`config.mk`:
```
export PLATFORM = sky130hd
export DESIGN_NAME = cq_spec_queue
export DESIGN_NICKNAME = d
export VERILOG_FILES = /design/src/rtl/cq_pkg.sv /design/src/rtl/cq_alloc.sv /design/src/rtl/cq_retire_sel.sv /design/src/rtl/cq_squash_mask.sv /design/src/rtl/cq_spec_queue.sv
export SDC_FILE = /design/constraint.sdc
export NUM_CORES = 1
export LEC_CHECK = 0
export ABC_AREA = 1
export CORE_MARGIN = 2
export CORE_UTILIZATION = 35
export DETAILED_ROUTE_END_ITERATION = 12
export DONT_BUFFER_PORTS = 1
export PLACE_DENSITY = 0.54
export SYNTH_ARGS = -nofsm -noshare
export SYNTH_HDL_FRONTEND = slang
export SYNTH_HIERARCHICAL = 1
export SYNTH_SLANG_ARGS = --single-unit
export TNS_END_PERCENT = 20
```
`constraint.sdc`:
```
create_clock -name clk -period 7.4 [get_ports clk]
set_input_delay 1.48 -clock clk [delete_from_list [all_inputs] [get_ports clk]]
set_output_delay 1.48 -clock clk [all_outputs]
set_load 0.005 [all_outputs]
```
`src/rtl/cq_pkg.sv`:
```
package cq_pkg;
   localparam int CQ_DEPTH_DEF = 8;
   localparam int CQ_LANES_DEF = 2;

   typedef struct packed {
      logic done;
      logic spec;
   } cq_flags_t;
endpackage

```
`src/rtl/cq_alloc.sv`:
```
module cq_alloc #(
   parameter int DEPTH      = 8,
   parameter int DISP_LANES = 2,
   parameter int PTR_W      = 4
) (
   input  logic [PTR_W-1:0]      occ,
   input  logic [DISP_LANES-1:0] disp_req,
   input  logic                  flush_valid,
   output logic                  accept,
   output logic [PTR_W-1:0]      need
);
   logic [PTR_W-1:0] free_slots;

   always_comb begin
      need = '0;
      for (int k = 0; k < DISP_LANES; k++)
         if (disp_req[k]) need = need + PTR_W'(1);
   end

   assign free_slots = PTR_W'(DEPTH) - occ;
   assign accept     = !flush_valid && (need <= free_slots);
endmodule

```
`src/rtl/cq_retire_sel.sv`:
```
module cq_retire_sel #(
   parameter int DEPTH     = 8,
   parameter int RET_LANES = 2,
   parameter int IDX_W     = 3,
   parameter int PTR_W     = 4
) (
   input  logic [IDX_W-1:0]           head_idx,
   input  logic [PTR_W-1:0]           occ,
   input  logic [DEPTH-1:0]           done_vec,
   input  logic [DEPTH-1:0]           spec_vec,
   output logic [RET_LANES-1:0]       ret_valid,
   output logic [RET_LANES*IDX_W-1:0] ret_idx,
   output logic [PTR_W-1:0]           ret_cnt
);
   always_comb begin
      logic chain;
      logic [IDX_W-1:0] slot;
      chain   = 1'b1;
      ret_cnt = '0;
      for (int k = 0; k < RET_LANES; k++) begin
         slot = head_idx + IDX_W'(k);
         ret_idx[k*IDX_W +: IDX_W] = slot;
         ret_valid[k] = chain && (PTR_W'(k) < occ) && done_vec[slot] && !spec_vec[slot];
         chain = ret_valid[k];
         if (ret_valid[k]) ret_cnt = ret_cnt + PTR_W'(1);
      end
   end
endmodule

```
`src/rtl/cq_squash_mask.sv`:
```
module cq_squash_mask #(
   parameter int DEPTH = 8,
   parameter int IDX_W = 3,
   parameter int PTR_W = 4
) (
   input  logic [IDX_W-1:0] head_idx,
   input  logic [PTR_W-1:0] occ,
   input  logic             flush_valid,
   input  logic [IDX_W-1:0] flush_idx,
   output logic [DEPTH-1:0] mask
);
   logic [IDX_W-1:0] br_off;
   assign br_off = flush_idx - head_idx;

   for (genvar i = 0; i < DEPTH; i++) begin : g_slot
      logic [IDX_W-1:0] off;
      logic             live;
      assign off     = IDX_W'(i) - head_idx;
      assign live    = {1'b0, off} < occ;
      assign mask[i] = flush_valid && live && (off > br_off);
   end
endmodule

```
`src/rtl/cq_spec_queue.sv`:
```
module cq_spec_queue #(
   parameter int DEPTH      = cq_pkg::CQ_DEPTH_DEF,
   parameter int TAG_W      = 6,
   parameter int REN_W      = 5,
   parameter int BR_W       = 2,
   parameter int DISP_LANES = cq_pkg::CQ_LANES_DEF,
   parameter int RET_LANES  = cq_pkg::CQ_LANES_DEF,
   parameter int CMPL_LANES = 2,
   localparam int IDX_W     = $clog2(DEPTH),
   localparam int PTR_W     = IDX_W + 1
) (
   input  logic                        clk,
   input  logic                        rst_n,
   input  logic [DISP_LANES-1:0]       disp_req,
   input  logic [DISP_LANES-1:0]       disp_spec,
   input  logic [DISP_LANES*BR_W-1:0]  disp_br,
   input  logic [DISP_LANES*TAG_W-1:0] disp_tag,
   input  logic [DISP_LANES*REN_W-1:0] disp_ren,
   output logic                        disp_accept,
   output logic [PTR_W-1:0]            disp_ptr,
   input  logic [CMPL_LANES-1:0]       cmpl_valid,
   input  logic [CMPL_LANES*IDX_W-1:0] cmpl_idx,
   input  logic                        res_valid,
   input  logic [BR_W-1:0]             res_br,
   input  logic                        flush_valid,
   input  logic [PTR_W-1:0]            flush_ptr,
   output logic [RET_LANES-1:0]        ret_valid,
   output logic [RET_LANES*TAG_W-1:0]  ret_tag,
   output logic [RET_LANES*REN_W-1:0]  ret_ren,
   output logic [DEPTH-1:0]            sq_mask,
   output logic [DEPTH*REN_W-1:0]      sq_ren
);
   import cq_pkg::*;

   localparam int LANE_W = (DISP_LANES > 1) ? $clog2(DISP_LANES) : 1;

   if (DEPTH < 2 || (DEPTH & (DEPTH - 1)) != 0) begin : g_bad_depth
      $error("cq_spec_queue: DEPTH must be a power of two of at least 2");
   end
   if (DISP_LANES < 1 || DISP_LANES > DEPTH) begin : g_bad_disp
      $error("cq_spec_queue: DISP_LANES out of range");
   end
   if (RET_LANES < 1 || RET_LANES > DEPTH) begin : g_bad_ret
      $error("cq_spec_queue: RET_LANES out of range");
   end

   logic [PTR_W-1:0] head_q, tail_q, occ, need, ret_cnt;
   cq_flags_t        flags_q [DEPTH];
   logic [TAG_W-1:0] tag_q   [DEPTH];
   logic [REN_W-1:0] ren_q   [DEPTH];
   logic [BR_W-1:0]  br_q    [DEPTH];
   logic [DEPTH-1:0] done_vec, spec_vec, wr_hit, cm_hit;
   logic [LANE_W-1:0] wr_lane [DEPTH];
   logic [RET_LANES*IDX_W-1:0] ret_idx;
   logic             do_disp;

   assign occ      = tail_q - head_q;
   assign disp_ptr = tail_q;
   assign do_disp  = disp_accept && (|disp_req);

   cq_alloc #(.DEPTH(DEPTH), .DISP_LANES(DISP_LANES), .PTR_W(PTR_W)) u_alloc (
      .occ(occ), .disp_req(disp_req), .flush_valid(flush_valid),
      .accept(disp_accept), .need(need)
   );

   cq_retire_sel #(.DEPTH(DEPTH), .RET_LANES(RET_LANES), .IDX_W(IDX_W), .PTR_W(PTR_W)) u_ret (
      .head_idx(head_q[IDX_W-1:0]), .occ(occ), .done_vec(done_vec), .spec_vec(spec_vec),
      .ret_valid(ret_valid), .ret_idx(ret_idx), .ret_cnt(ret_cnt)
   );

   cq_squash_mask #(.DEPTH(DEPTH), .IDX_W(IDX_W), .PTR_W(PTR_W)) u_sq (
      .head_idx(head_q[IDX_W-1:0]), .occ(occ), .flush_valid(flush_valid),
      .flush_idx(flush_ptr[IDX_W-1:0]), .mask(sq_mask)
   );

   always_comb begin
      for (int i = 0; i < DEPTH; i++) begin
         wr_hit[i]  = 1'b0;
         wr_lane[i] = '0;
         cm_hit[i]  = 1'b0;
         for (int k = 0; k < DISP_LANES; k++) begin
            if (do_disp && disp_req[k] &&
                (IDX_W'(tail_q[IDX_W-1:0] + IDX_W'(k)) == IDX_W'(i))) begin
               wr_hit[i]  = 1'b1;
               wr_lane[i] = LANE_W'(k);
            end
         end
         for (int c = 0; c < CMPL_LANES; c++)
            if (cmpl_valid[c] && cmpl_idx[c*IDX_W +: IDX_W] == IDX_W'(i))
               cm_hit[i] = 1'b1;
      end
   end

   for (genvar i = 0; i < DEPTH; i++) begin : g_ent
      assign done_vec[i] = flags_q[i].done;
      assign spec_vec[i] = flags_q[i].spec;
      assign sq_ren[i*REN_W +: REN_W] = ren_q[i];

      always_ff @(posedge clk) begin
         if (!rst_n) begin
            flags_q[i] <= '0;
            tag_q[i]   <= '0;
            ren_q[i]   <= '0;
            br_q[i]    <= '0;
         end else if (wr_hit[i]) begin
            flags_q[i].done <= 1'b0;
            flags_q[i].spec <= disp_spec[wr_lane[i]];
            tag_q[i]        <= disp_tag[wr_lane[i]*TAG_W +: TAG_W];
            ren_q[i]        <= disp_ren[wr_lane[i]*REN_W +: REN_W];
            br_q[i]         <= disp_br[wr_lane[i]*BR_W +: BR_W];
         end else begin
            if (cm_hit[i]) flags_q[i].done <= 1'b1;
            if (res_valid && flags_q[i].spec && br_q[i] == res_br)
               flags_q[i].spec <= 1'b0;
         end
      end
   end

   for (genvar k = 0; k < RET_LANES; k++) begin : g_rport
      assign ret_tag[k*TAG_W +: TAG_W] = tag_q[ret_idx[k*IDX_W +: IDX_W]];
      assign ret_ren[k*REN_W +: REN_W] = ren_q[ret_idx[k*IDX_W +: IDX_W]];
   end

   always_ff @(posedge clk) begin
      if (!rst_n) begin
         head_q <= '0;
         tail_q <= '0;
      end else begin
         head_q <= head_q + ret_cnt;
         if (flush_valid)  tail_q <= flush_ptr + PTR_W'(1);
         else if (do_disp) tail_q <= tail_q + need;
      end
   end
endmodule

```
==> summary.md, run 1 <==
| Metric | Value |
|---|---|
| Clock-pin slew of the registers on the worst-case setup and hold paths | `0.06 ns` |
| Max H-tree Level | `4` |
| Compound-cell area share of the yosys netlist | `0.189` |
| Worst r2r path cells | `17` |
| Post-CTS Hold Fix Bufs | `0` |
| Clock sink count | `128` |
| Global route overflow | `0` |
| Number of warnings issued by yosys | `6` |
| Post-CTS setup buffer count | `0` |
| Number of global-route vias before repair | `8677` |
| Core Region | `0.0287 sq mm` |
| Summed negative setup slack over all endpoints | `0 ns` |
| Cell type with the highest aggregate area in the netlist | `edfxtp_1` |
| Synthesized area per cell | `7.41 sq um` |
| Simple-gate share of the synthesized area | `0.253` |
| Average wire per cell in the routed design | `20.8 um` |
| Leakage Power | `4.52 nW` |
| Buffer levels on the longest clock path | `2` |
| Routability-driven placement congestion ratio | `0.858` |
| DR iter-0 viols | `848` |
| I/O pin count | `125` |
| Least-Margin Pin Slew | `1.08 ns` |
| Highest attainable clock frequency | `186 MHz` |
| Class of the most critical setup path | `reg2reg` |
| Period utilization | `0.728` |
| Largest net degree at the start of global routing | `80` |
| Total die area | `0.0306 sq mm` |
| Hold_ws | `0.619 ns` |
| Mapped cell area | `0.0102 sq mm` |
| Routed Wire Length | `35300 um` |
| Total global routing track utilization | `0.231` |
| Num CTS Buffers | `17` |
| DP Worst Slack | `2.12 ns` |
| Maximum fanout encountered on the critical timing path | `52` |
| Area share of fa/ha/maj cells after synthesis | `0.0581` |
| FFs w/ async S/R, synth | `0` |
| Number of library cell types mapped by synthesis | `50` |
| Clock share of power | `0.205` |
| Via count | `9294` |
| Width of the die | `175 um` |
| Worst Setup Start Kind | `flip-flop` |
| Peak supply drop | `0.000161 V` |
| Global-route wire length before repair | `53400 um` |
| Post-DRT Antenna Nets | `0` |
| Clock Skew | `0.0114 ns` |
| Post-synth top area share | `0.353` |
| Final cell utilization of the core | `0.376` |
| Number of buffers added on ports | `0` |
| Class of the tightest hold or removal check | `reg2reg` |
| Parity-gate share of the synthesized area counting xor and xnor cells | `0.0247` |
| Count of cells resized by post-cts repair | `0` |
| Post-route minimum period | `5.38 ns` |
| Number of cells in the finished layout apart from fillers | `1695` |
| Starting Density | `0.356` |
| # setup viols final | `0` |
| Required time of the worst setup path | `7.50 ns` |
| Number of antenna violations at the first check in global routing | `0` |
| Mux share of post-synthesis cell area | `0` |
| Data arrival time of the critical path | `5.49 ns` |
| Pre-Repair DR Iteration Count | `5` |
| Share of total power in sequential cells | `0.247` |
| Cell internal pwr | `2.10 mW` |
| Number of design rule violations left after detail routing | `0` |
| EDFF count, synth | `120` |
| Number of register bits inferred by synthesis | `128` |
| Area contributors post-synth | `edfxtp_1 35%, nand2_1 11%, o21ai_0 7.5%` |
| Placed Instances | `1663` |
| Hold Violations, Final | `0` |
| Post-synthesis sequential area ratio | `0.368` |
| Leading register cell type out of synthesis | `edfxtp_1` |
| Final Net Count | `1391` |
| Max-capacitance violation count | `0` |
| Top cells by instance count after synthesis | `311 x nand2_1, 154 x o21ai_0, 133 x nand3_1, 129 x a21oi_1` |
| Comb pwr share | `0.549` |
| Relative max-transition margin | `0.277` |
| Final HPWL from detailed placement | `24000 um` |
| Fraction of power spent switching nets | `0.475` |
| Post-synthesis instance total | `1378` |
| Number of rows in the core area | `62` |
| Slew Viols, Final | `0` |
| Final antenna diode count | `0` |
| RSZ-0062 raised after global routing | `false` |
| Dominant combinational cell family by area after synthesis | `simple AND/OR/NAND/NOR gates` |
| Clock insertion delay at the later pin of the skew report | `0.43 ns` |
| PwrDens | `372 mW/mm^2` |
| CTS tree | `built` |
| Switching Power | `1.91 mW` |
| Outcome | `finished clean` |
| Final worst setup slack | `2.02 ns` |
| Most common cell in the synthesized netlist | `nand2_1` |
| Number of vias per cell | `5.48` |
| Endpoint type of the worst setup path | `flip-flop` |
| Area growth from synthesis to layout | `5.62%` |
| Layout cell share with drive strength beyond 1 | `0.0999` |
| Number of fill cells | `3029` |
| Buffer cell driving the clock tree root | `clkbuf_16` |
| Worst hold path stage count | `2` |
| Die height | `175 um` |
## final cells by class
| class | instances | area, sq um | area share |
|---|---|---|---|
| clock buffers | 17 | 425 | 0.0394 |
| clock inverters | 15 | 144 | 0.0133 |
| inverters | 129 | 503 | 0.0466 |
| multi-input cells | 1010 | 5380 | 0.499 |
| flip-flops and latches | 128 | 3770 | 0.349 |
| well taps | 384 | 480 | 0.0445 |
| repair buffers | 12 | 90.1 | 0.00835 |
## worst paths after layout
kind / from / endpoint / slack (ns)
setup reg to reg: head_q[0] / flags_q[1][6] / 2.02
hold reg to reg: disp_ptr[2] / disp_ptr[2] / 0.62
setup / recovery: head_q[0] / flags_q[1][6] / 2.02
hold / removal: disp_ptr[2] / disp_ptr[2] / 0.62
## per-stage QoR
step / power (mW) / instance area [sq um]
floorplan: 2.70 / 10200
CTS: 4.00 / 10800
global placement: 3.15 / 10200
finish: 4.01 / 10800
global route: 4.38 / 10800
detailed placement: 3.18 / 10200
## power by group through the flow
stage / Clock (mW) / Sequential (mW) / Combinational [mW]
after CTS: 0.826 / 0.989 / 2.19
after detailed placement: 0 / 1.00 / 2.18
after global placement: 0 / 1.00 / 2.15
final: 0.821 / 0.989 / 2.20
after global routing: 0.850 / 1.00 / 2.53
after floorplan: 0 / 0.969 / 1.73
## critical path, stage by stage, from the launching register on
cell and delay [ns]:
dfxtp_2 0.62, ha_1 0.23, inv_1 0.06, fa_1 0.55, inv_1 0.06, ha_1 0.27
inv_1 0.04, ha_1 0.28, a21oi_1 0.15, nor2_1 0.06, a21oi_1 0.29, nand2_2 0.21
nor2_4 0.21, buf_4 0.56, nand2_4 0.33, nand3_1 0.85, inv_1 0.15, o31ai_1 0.13
## routing by layer
layer	vias to the layer above	global-route usage	wire, um
met5	-	0	0
met4	0	0.0524	459
met3	36	0.0550	3510
met2	413	0.361	15800
met1	4411	0.323	15500
li1	4434	-	-
## registers in the layout, indices dropped and copies added (netlist names)
register	count
flags_q	16
ren_q	40
br_q	16
disp_ptr	4
tag_q	48
head_q	4
## cells by family after synthesis
logic type	count (synthesis)
flops	128
compound gates	349
xor+xnor	22
fa+ha+maj	45
other cells	2
simple gates	590
buf+inv	242
## layout by cell type (no fill, tap or decap), drive strengths merged, types with 4 or more instances in the layout
cell	n
a21o	4
a21oi	157
a22oi	6
buf	12
clkbuf	17
clkinv	8
conb	4
dfxtp	8
edfxtp	120
fa	4
ha	41
inv	130
nand2	331
nand3	138
nand4	6
nor2	112
o21ai	170
xnor2	15
xor2	7
No activity file was read; power rests on OpenSTA's default activity.
==> run 2: changes to the inputs <==
--- a/config.mk
+++ b/config.mk
@@ -10,7 +10,7 @@
 export CORE_UTILIZATION = 35
 export DETAILED_ROUTE_END_ITERATION = 12
 export DONT_BUFFER_PORTS = 1
-export PLACE_DENSITY = 0.54
+export PLACE_DENSITY = 0.56
 export SYNTH_ARGS = -nofsm -noshare
 export SYNTH_HDL_FRONTEND = slang
 export SYNTH_HIERARCHICAL = 1
==> constraint.sdc (replaced) <==
create_clock -name clk -period 4.9 [get_ports clk]
set_input_delay 0.98 -clock clk [delete_from_list [all_inputs] [get_ports clk]]
set_output_delay 0.98 -clock clk [all_outputs]
set_load 0.005 [all_outputs]
==> run 2 against run 1 <==
  * Clock power grew 72%
  * Critical path type unchanged
  * Fmax is 25% higher
  * Combinational power increased by 53%
==> summary.md, run 2 (synthesized netlist as in run 1, its figures left out) <==
| Metric | Value |
|---|---|
| Total power of the final layout | `6.25 mW (+56%)` |
| Least-Margin Pin Slew | `0.979 ns (-0.102 ns)` |
| Maximum fanout encountered on the critical timing path | `15 (-71%)` |
| RSZ-0062 raised after global routing | `false` |
| Largest registers in the final layout | `tag_q x48, ren_q x40` |
| Area growth from synthesis to layout | `7.62%` |
| Width of the die | `175 um (unchanged)` |
| Global-route wire length before repair | `54700 um (+2.4%)` |
| Number of vias per cell | `5.52 (+0.74%)` |
| Worst Setup Start Kind | `flip-flop` |
| Number of fill cells | `2941 (-2.9%)` |
| Total die area | `0.0306 sq mm (unchanged)` |
| Count of cells resized by post-cts repair | `0 (unchanged)` |
| Layout cell share with drive strength beyond 1 | `0.114 (+0.0138)` |
| Highest attainable clock frequency | `231 MHz (+25%)` |
| Summed negative setup slack over all endpoints | `0 ns (unchanged)` |
| Area used by multi-input combinational logic | `0.00538 sq mm (unchanged)` |
| Area taken by flip-flops and latches | `0.00377 sq mm (unchanged)` |
| Wire length on met3 | `3560 um (+1.5%)` |
| Met2 wirelength from detailed routing | `16000 um (+1.3%)` |
| Leakage Power | `4.64 nW (+2.7%)` |
| Class of the most critical setup path | `reg2reg` |
| DR iter-0 viols | `1018 (+20%)` |
| Number of global-route vias before repair | `9176 (+5.8%)` |
| Post-CTS setup buffer count | `0 (unchanged)` |
| Number of rows in the core area | `62 (unchanged)` |
| # setup viols final | `0 (unchanged)` |
| Buffer cell driving the clock tree root | `clkbuf_16` |
| Starting Density | `0.356 (unchanged)` |
| Required time of the worst setup path | `4.97 ns (-2.53 ns)` |
| Peak supply drop | `0.000283 V (+76%)` |
| Max-capacitance violation count | `0 (unchanged)` |
| Die height | `175 um (unchanged)` |
| Class of the tightest hold or removal check | `reg2reg` |
| Clock sink count | `128 (unchanged)` |
| Num CTS Buffers | `17 (unchanged)` |
| Final Net Count | `1408 (+1.2%)` |
| Routed Wire Length | `35600 um (+1.1%)` |
| Clock-pin slew of the registers on the worst-case setup and hold paths | `0.06 ns (about the same)` |
| Flip-flop count of the largest register after layout | `48 (unchanged)` |
| Final HPWL from detailed placement | `24500 um (+2.2%)` |
| Final worst setup slack | `0.580 ns (-1.44 ns)` |
| Number of design rule violations left after detail routing | `0 (unchanged)` |
| Clock insertion delay at the later pin of the skew report | `0.43 ns (about the same)` |
| I/O pin count | `125 (unchanged)` |
| Register bank with the most flops | `tag_q` |
| Highest routed metal layer | `met4` |
| Post-route minimum period | `4.32 ns (-1.06 ns)` |
| Pre-Repair DR Iteration Count | `6 (+1)` |
| Largest net degree at the start of global routing | `70 (-13%)` |
| Final antenna diode count | `0 (unchanged)` |
| Max H-tree Level | `4 (unchanged)` |
| Data arrival time of the critical path | `4.39 ns (-1.10 ns)` |
| Most common cell after layout, fill and taps aside | `nand2_1` |
| Endpoint type of the worst setup path | `flip-flop` |
| Number of buffers added on ports | `0 (unchanged)` |
| Outcome | `finished clean` |
| Global route overflow | `0 (unchanged)` |
| Commonest cells after routing, fill and taps aside | `311 x nand2_1, 154 x o21ai_0, 133 x nand3_1` |
| Core Region | `0.0287 sq mm (unchanged)` |
| Clock Skew | `0.00817 ns (-0.00321 ns)` |
| Post-CTS Hold Fix Bufs | `0 (unchanged)` |
| Wl on met1 | `15000 um (-3.3%)` |
| Via count | `9457 (+1.8%)` |
| Number of antenna violations at the first check in global routing | `0 (unchanged)` |
| Post-DRT Antenna Nets | `0 (unchanged)` |
| Routability-driven placement congestion ratio | `0.856 (-0.29%)` |
| Relative max-transition margin | `0.347 (+0.0693)` |
| Period utilization | `0.882 (+0.154)` |
| Buffer levels on the longest clock path | `2 (unchanged)` |
| DP Worst Slack | `0.616 ns (-1.51 ns)` |
| PwrDens | `568 mW/mm^2 (+53%)` |
| CTS tree | `built` |
| Total global routing track utilization | `0.235 (+0.00361)` |
| Average wire per cell in the routed design | `20.8 um (about the same)` |
| Hold Violations, Final | `0 (unchanged)` |
| Slew Viols, Final | `0 (unchanged)` |
| Hold_ws | `0.639 ns (+0.0192 ns)` |
run 2: changes by cell type in the layout (fill, tap and decap cells not counted), sizes merged:
cell / change
clkinv: -4
buf: +17
bufinv: +2
clkinvlp: -2
inv: +4
run 2: layout make-up:
cell class	instances	share of cell area
Clock inverter	15	0.0200
Multi-Input combinational cell	1010	0.489
Timing Repair Buffer	29	0.0198
Tap cell	384	0.0437
Sequential cell	128	0.343
Clock buffer	17	0.0387
Inverter	129	0.0458
run 2: routing by layer:
metal,vias to the layer above,track usage
met4,0,0.0913
met5,-,0
li1,4471,-
met2,500,0.370
met3,69,0.0470
met1,4417,0.317
run 2: per-stage QoR:
| step | cell area [sq um] | cells | util |
|---|---|---|---|
| 2_1_floorplan | 10200 | 1380 | - |
| 3_3_place_gp | 10300 | 1680 | 0.361 |
| 3_5_place_dp | 10300 | 1680 | 0.361 |
| 4_1_cts | 11000 | 1712 | 0.383 |
| 5_1_grt | 11000 | 1712 | 0.383 |
| 6_report | 11000 | 1712 | 0.383 |
run 2: path summary, 6_finish.rpt:
kind,startpoint,to,slack (ns),cells past startpoint
setup / recovery,disp_ptr[0],tag_q[4][5],0.58,17
hold / removal,disp_ptr[2],disp_ptr[2],0.64,2
hold reg to reg,disp_ptr[2],disp_ptr[2],0.64,2
setup reg to reg,disp_ptr[0],tag_q[4][5],0.58,17
run 2: report_power, final:
group	switching (mW)	internal [mW]	total [mW]
Sequential	0.111	1.36	1.47
Combinational	2.27	1.10	3.37
Clock	0.545	0.867	1.41
Total	2.92	3.33	6.25
run 2: critical path, stage by stage, from the launching register on:
cell and delay (ns):
dfxtp_1 0.50, inv_2 0.07, ha_1 0.19, inv_1 0.08, fa_1 0.47, inv_1 0.08, ha_1 0.22, inv_1 0.05
ha_1 0.23, a21oi_1 0.15, nor2_1 0.06, a21oi_1 0.33, nand2_2 0.20, nor2_4 0.34, nand2_2 0.29, o21ai_2 0.15
nor2_1 0.09, inv_1 0.44
==> run 3: changes to the inputs <==
--- a/config.mk
+++ b/config.mk
@@ -5,12 +5,12 @@
 export SDC_FILE = /design/constraint.sdc
 export NUM_CORES = 1
 export LEC_CHECK = 0
-export ABC_AREA = 1
+export BUFFER_PORTS_ARGS = -buffer_cell sky130_fd_sc_hd__buf_2
 export CORE_MARGIN = 2
 export CORE_UTILIZATION = 35
+export CTS_BUF_LIST = sky130_fd_sc_hd__clkbuf_4
 export DETAILED_ROUTE_END_ITERATION = 12
-export DONT_BUFFER_PORTS = 1
-export PLACE_DENSITY = 0.56
+export PLACE_DENSITY = 0.6
 export SYNTH_ARGS = -nofsm -noshare
 export SYNTH_HDL_FRONTEND = slang
 export SYNTH_HIERARCHICAL = 1
==> run 3 against run 2 <==
  * Flip-flop and latch count did not move
  * Combinational power fell by 28%
  * Cell area fell by 2.3%
  * Total power fell by 25%
  * Non-clock buffer count rose by 124
  * Count of clock-buffer cells in the layout did not move
  * Critical path type is now reg2out
  * Critical endpoint is now sq_mask[2]
==> summary.md, run 3 <==
| Metric | Value |
|---|---|
| DR iter-0 viols | `585 (-43%)` |
| Number of design rule violations left after detail routing | `0 (unchanged)` |
| Post-CTS setup buffer count | `0 (unchanged)` |
| Outcome | `finished clean` |
| Peak supply drop | `0.000164 V (-42%)` |
| Clock-pin slew of the registers on the worst-case setup and hold paths | `0.13 ns (+0.07 ns)` |
| Via count | `7155 (-24%)` |
| Total global routing track utilization | `0.199 (-0.0358)` |
| Number of library cell types mapped by synthesis | `61 (+22%)` |
| Number of register bits inferred by synthesis | `128 (unchanged)` |
| Leading register cell type out of synthesis | `edfxtp_1` |
| Max-capacitance violation count | `0 (unchanged)` |
| Area contributors post-synth | `edfxtp_1 38%, mux4_2 11%, nor2b_1 6.6%` |
| RSZ-0062 raised after global routing | `false` |
| Setup slack of the worst register-to-register path | `0.84 ns (+0.26 ns)` |
| Number of global-route vias before repair | `6998 (-24%)` |
| Post-placement cell area | `0.0104 sq mm (+0.54%)` |
| Buffer levels on the longest clock path | `2 (unchanged)` |
| Most common cell after layout, fill and taps aside | `buf_2` |
| Top cells by instance count after synthesis | `120 x edfxtp_1, 101 x nor2b_1, 66 x a22oi_1, 47 x mux4_2, 41 x ha_1` |
| Worst r2r path cells | `15 (-2)` |
| Final HPWL from detailed placement | `18600 um (-24%)` |
| Largest net degree at the start of global routing | `99 (+41%)` |
| Total die area | `0.0288 sq mm (-5.8%)` |
| Global-route wire length before repair | `42700 um (-22%)` |
| Buffer cell driving the clock tree root | `clkbuf_4` |
| CTS tree | `built` |
| Worst Setup Start Kind | `flip-flop` |
| Post-CTS Hold Fix Bufs | `0 (unchanged)` |
| Most common cell in the synthesized netlist | `edfxtp_1` |
| Least-Margin Pin Slew | `1.03 ns (+0.0499 ns)` |
| Class of the tightest hold or removal check | `reg2reg` |
| Clock sink count | `128 (unchanged)` |
| Post-synth top area share | `0.375 (+0.0223)` |
| # setup viols final | `0 (unchanged)` |
| Relative max-transition margin | `0.314 (-0.0323)` |
| Register bank with the most flops | `tag_q` |
| Slew Viols, Final | `0 (unchanged)` |
| Number of warnings issued by yosys | `6 (unchanged)` |
| Width of the die | `170 um (-3.0%)` |
| Final Cell Area | `0.0107 sq mm (-2.3%)` |
| Cell type with the highest aggregate area in the netlist | `edfxtp_1` |
| Final Net Count | `1009 (-28%)` |
| Routability-driven placement congestion ratio | `0.820 (-4.1%)` |
| Post-synthesis instance total | `830 (-40%)` |
| FFs w/ async S/R, synth | `0 (unchanged)` |
| Synthesized area per cell | `11.6 sq um (+56%)` |
| Clock insertion delay at the later pin of the skew report | `0.59 ns (+0.16 ns)` |
| Highest attainable clock frequency | `220 MHz (-4.9%)` |
| Clock Skew | `0.0311 ns (+0.0229 ns)` |
| Area growth from synthesis to layout | `11.7%` |
| End of the worst register-to-register path | `flags_q[1][7]` |
| I/O pin count | `125 (unchanged)` |
| Average wire per cell in the routed design | `22.3 um (+7.1%)` |
| Post-synthesis sequential area ratio | `0.392 (+0.0233)` |
| Summed negative setup slack over all endpoints | `0 ns (unchanged)` |
| Commonest cells after routing, fill and taps aside | `124 x buf_2, 120 x edfxtp_1, 101 x nor2b_1` |
| Layout cell share with drive strength beyond 1 | `0.330 (+0.217)` |
| Die height | `170 um (-3.0%)` |
| Number of antenna violations at the first check in global routing | `3 (+3)` |
| Leakage Power | `3.91 nW (-16%)` |
| Data arrival time of the critical path | `3.56 ns (-0.83 ns)` |
| Number of fill cells | `2586 (-12%)` |
| Hold Violations, Final | `0 (unchanged)` |
| Global route overflow | `0 (unchanged)` |
| Endpoint type of the worst setup path | `output pin` |
| Mapped cell area | `0.00961 sq mm (-6.0%)` |
| Reg2Reg Launch Point | `head_q[0]` |
| Num CTS Buffers | `17 (unchanged)` |
| Required time of the worst setup path | `3.92 ns (-1.05 ns)` |
| Number of cells in the finished layout apart from fillers | `1271 (-26%)` |
| Number of rows in the core area | `60 (-3.2%)` |
| Largest registers in the final layout | `tag_q x48, ren_q x40` |
| Period utilization | `0.927 (+0.0453)` |
| Starting Density | `0.356 (+0.000568)` |
| Count of cells resized by post-cts repair | `0 (unchanged)` |
| Destination of the critical timing path | `sq_mask[2]` |
| Number of buffers added on ports | `124 (+124)` |
| Routed Wire Length | `28300 um (-21%)` |
| EDFF count, synth | `120 (unchanged)` |
| Flip-flop count of the largest register after layout | `48 (unchanged)` |
| Maximum fanout encountered on the critical timing path | `32 (+17)` |
| Max H-tree Level | `4 (unchanged)` |
| Post-DRT Antenna Nets | `0 (unchanged)` |
| Post-route minimum period | `4.54 ns (+0.222 ns)` |
| Number of vias per cell | `5.63 (+1.9%)` |
| Launch point of the worst path | `head_q[1]` |
| Core Region | `0.0270 sq mm (-6.1%)` |
| Placed Instances | `1238 (-26%)` |
| PwrDens | `437 mW/mm^2 (-23%)` |
| Pre-Repair DR Iteration Count | `5 (-1)` |
| Class of the most critical setup path | `reg2out` |
[run 3: area by class of cell]
class	instances	area (sq um)	share of cell area
sequential	128	3760	0.351
multi-input combinational	580	5240	0.488
tap	341	427	0.0397
inverter	36	135	0.0126
clock buffer	17	128	0.0119
antenna	1	2.50	0.000233
timing repair buffer	153	842	0.0784
clock inverter	15	198	0.0184
[run 3: worst min path at each step]
stage	from	endpoint	cells after the start
2_1_floorplan	flags_q[1][0]	flags_q[1][0]	1
5_1_grt	flags_q[1][0]	flags_q[1][0]	1
6_report	flags_q[1][4]	flags_q[1][4]	1
3_3_place_gp	flags_q[1][4]	flags_q[1][4]	1
4_1_cts	flags_q[0][2]	flags_q[0][2]	1
3_5_place_dp	flags_q[0][2]	flags_q[0][2]	1
[run 3: worst max-delay path, stage by stage, from the launching register on]
cell,delay [ns]
dfxtp_1,0.37
buf_6,0.35
inv_1,0.20
fa_1,0.50
xor2_2,0.22
xnor2_1,0.42
inv_1,0.14
ha_1,0.32
o21ai_0,0.08
a32oi_1,0.15
o211a_1,0.16
buf_2,0.11
[run 3: routing by layer]
metal / routed length, um / vias to the layer above / GRT usage
li1: - / 3265 / -
met1: 12500 / 3573 / 0.272
met2: 13600 / 277 / 0.329
met3: 1680 / 40 / 0.0268
met4: 588 / 0 / 0.0591
met5: 0 / - / 0
[run 3: report_power, final]
group	switching, mW	total, mW	internal, mW
Clock	0.475	0.845	0.370
Sequential	0.0803	1.43	1.35
Combinational	1.30	2.42	1.12
Total	1.85	4.69	2.84
[run 3: logic make-up (layout without fill, tap and decap cells)]
group,after synthesis,after routing,share of synthesized area
AND/OR/NAND/NOR,236,236,0.153
AO/OA/AOI/OAI,178,178,0.146
flip-flops,128,128,0.392
buffers and inverters,124,221,0.0643
multiplexers,76,76,0.143
adder cells (fa/ha/maj),49,49,0.0664
XOR/XNOR,37,37,0.0345
other,2,5,0.000782
[run 3: metrics by stage]
| step | utilization | total power [mW] | setup slack (ns) | hold WS [ns] |
|---|---|---|---|---|
| after floorplan | - | 3.18 | 0.309 | 0.591 |
| after global placement | 0.386 | 3.83 | 0.585 | 0.629 |
| after detailed placement | 0.386 | 3.87 | 0.552 | 0.633 |
| after CTS | 0.398 | 4.71 | 0.196 | 0.663 |
| after global routing | 0.398 | 4.98 | 0.144 | 0.682 |
| final | 0.398 | 4.69 | 0.358 | 0.667 |
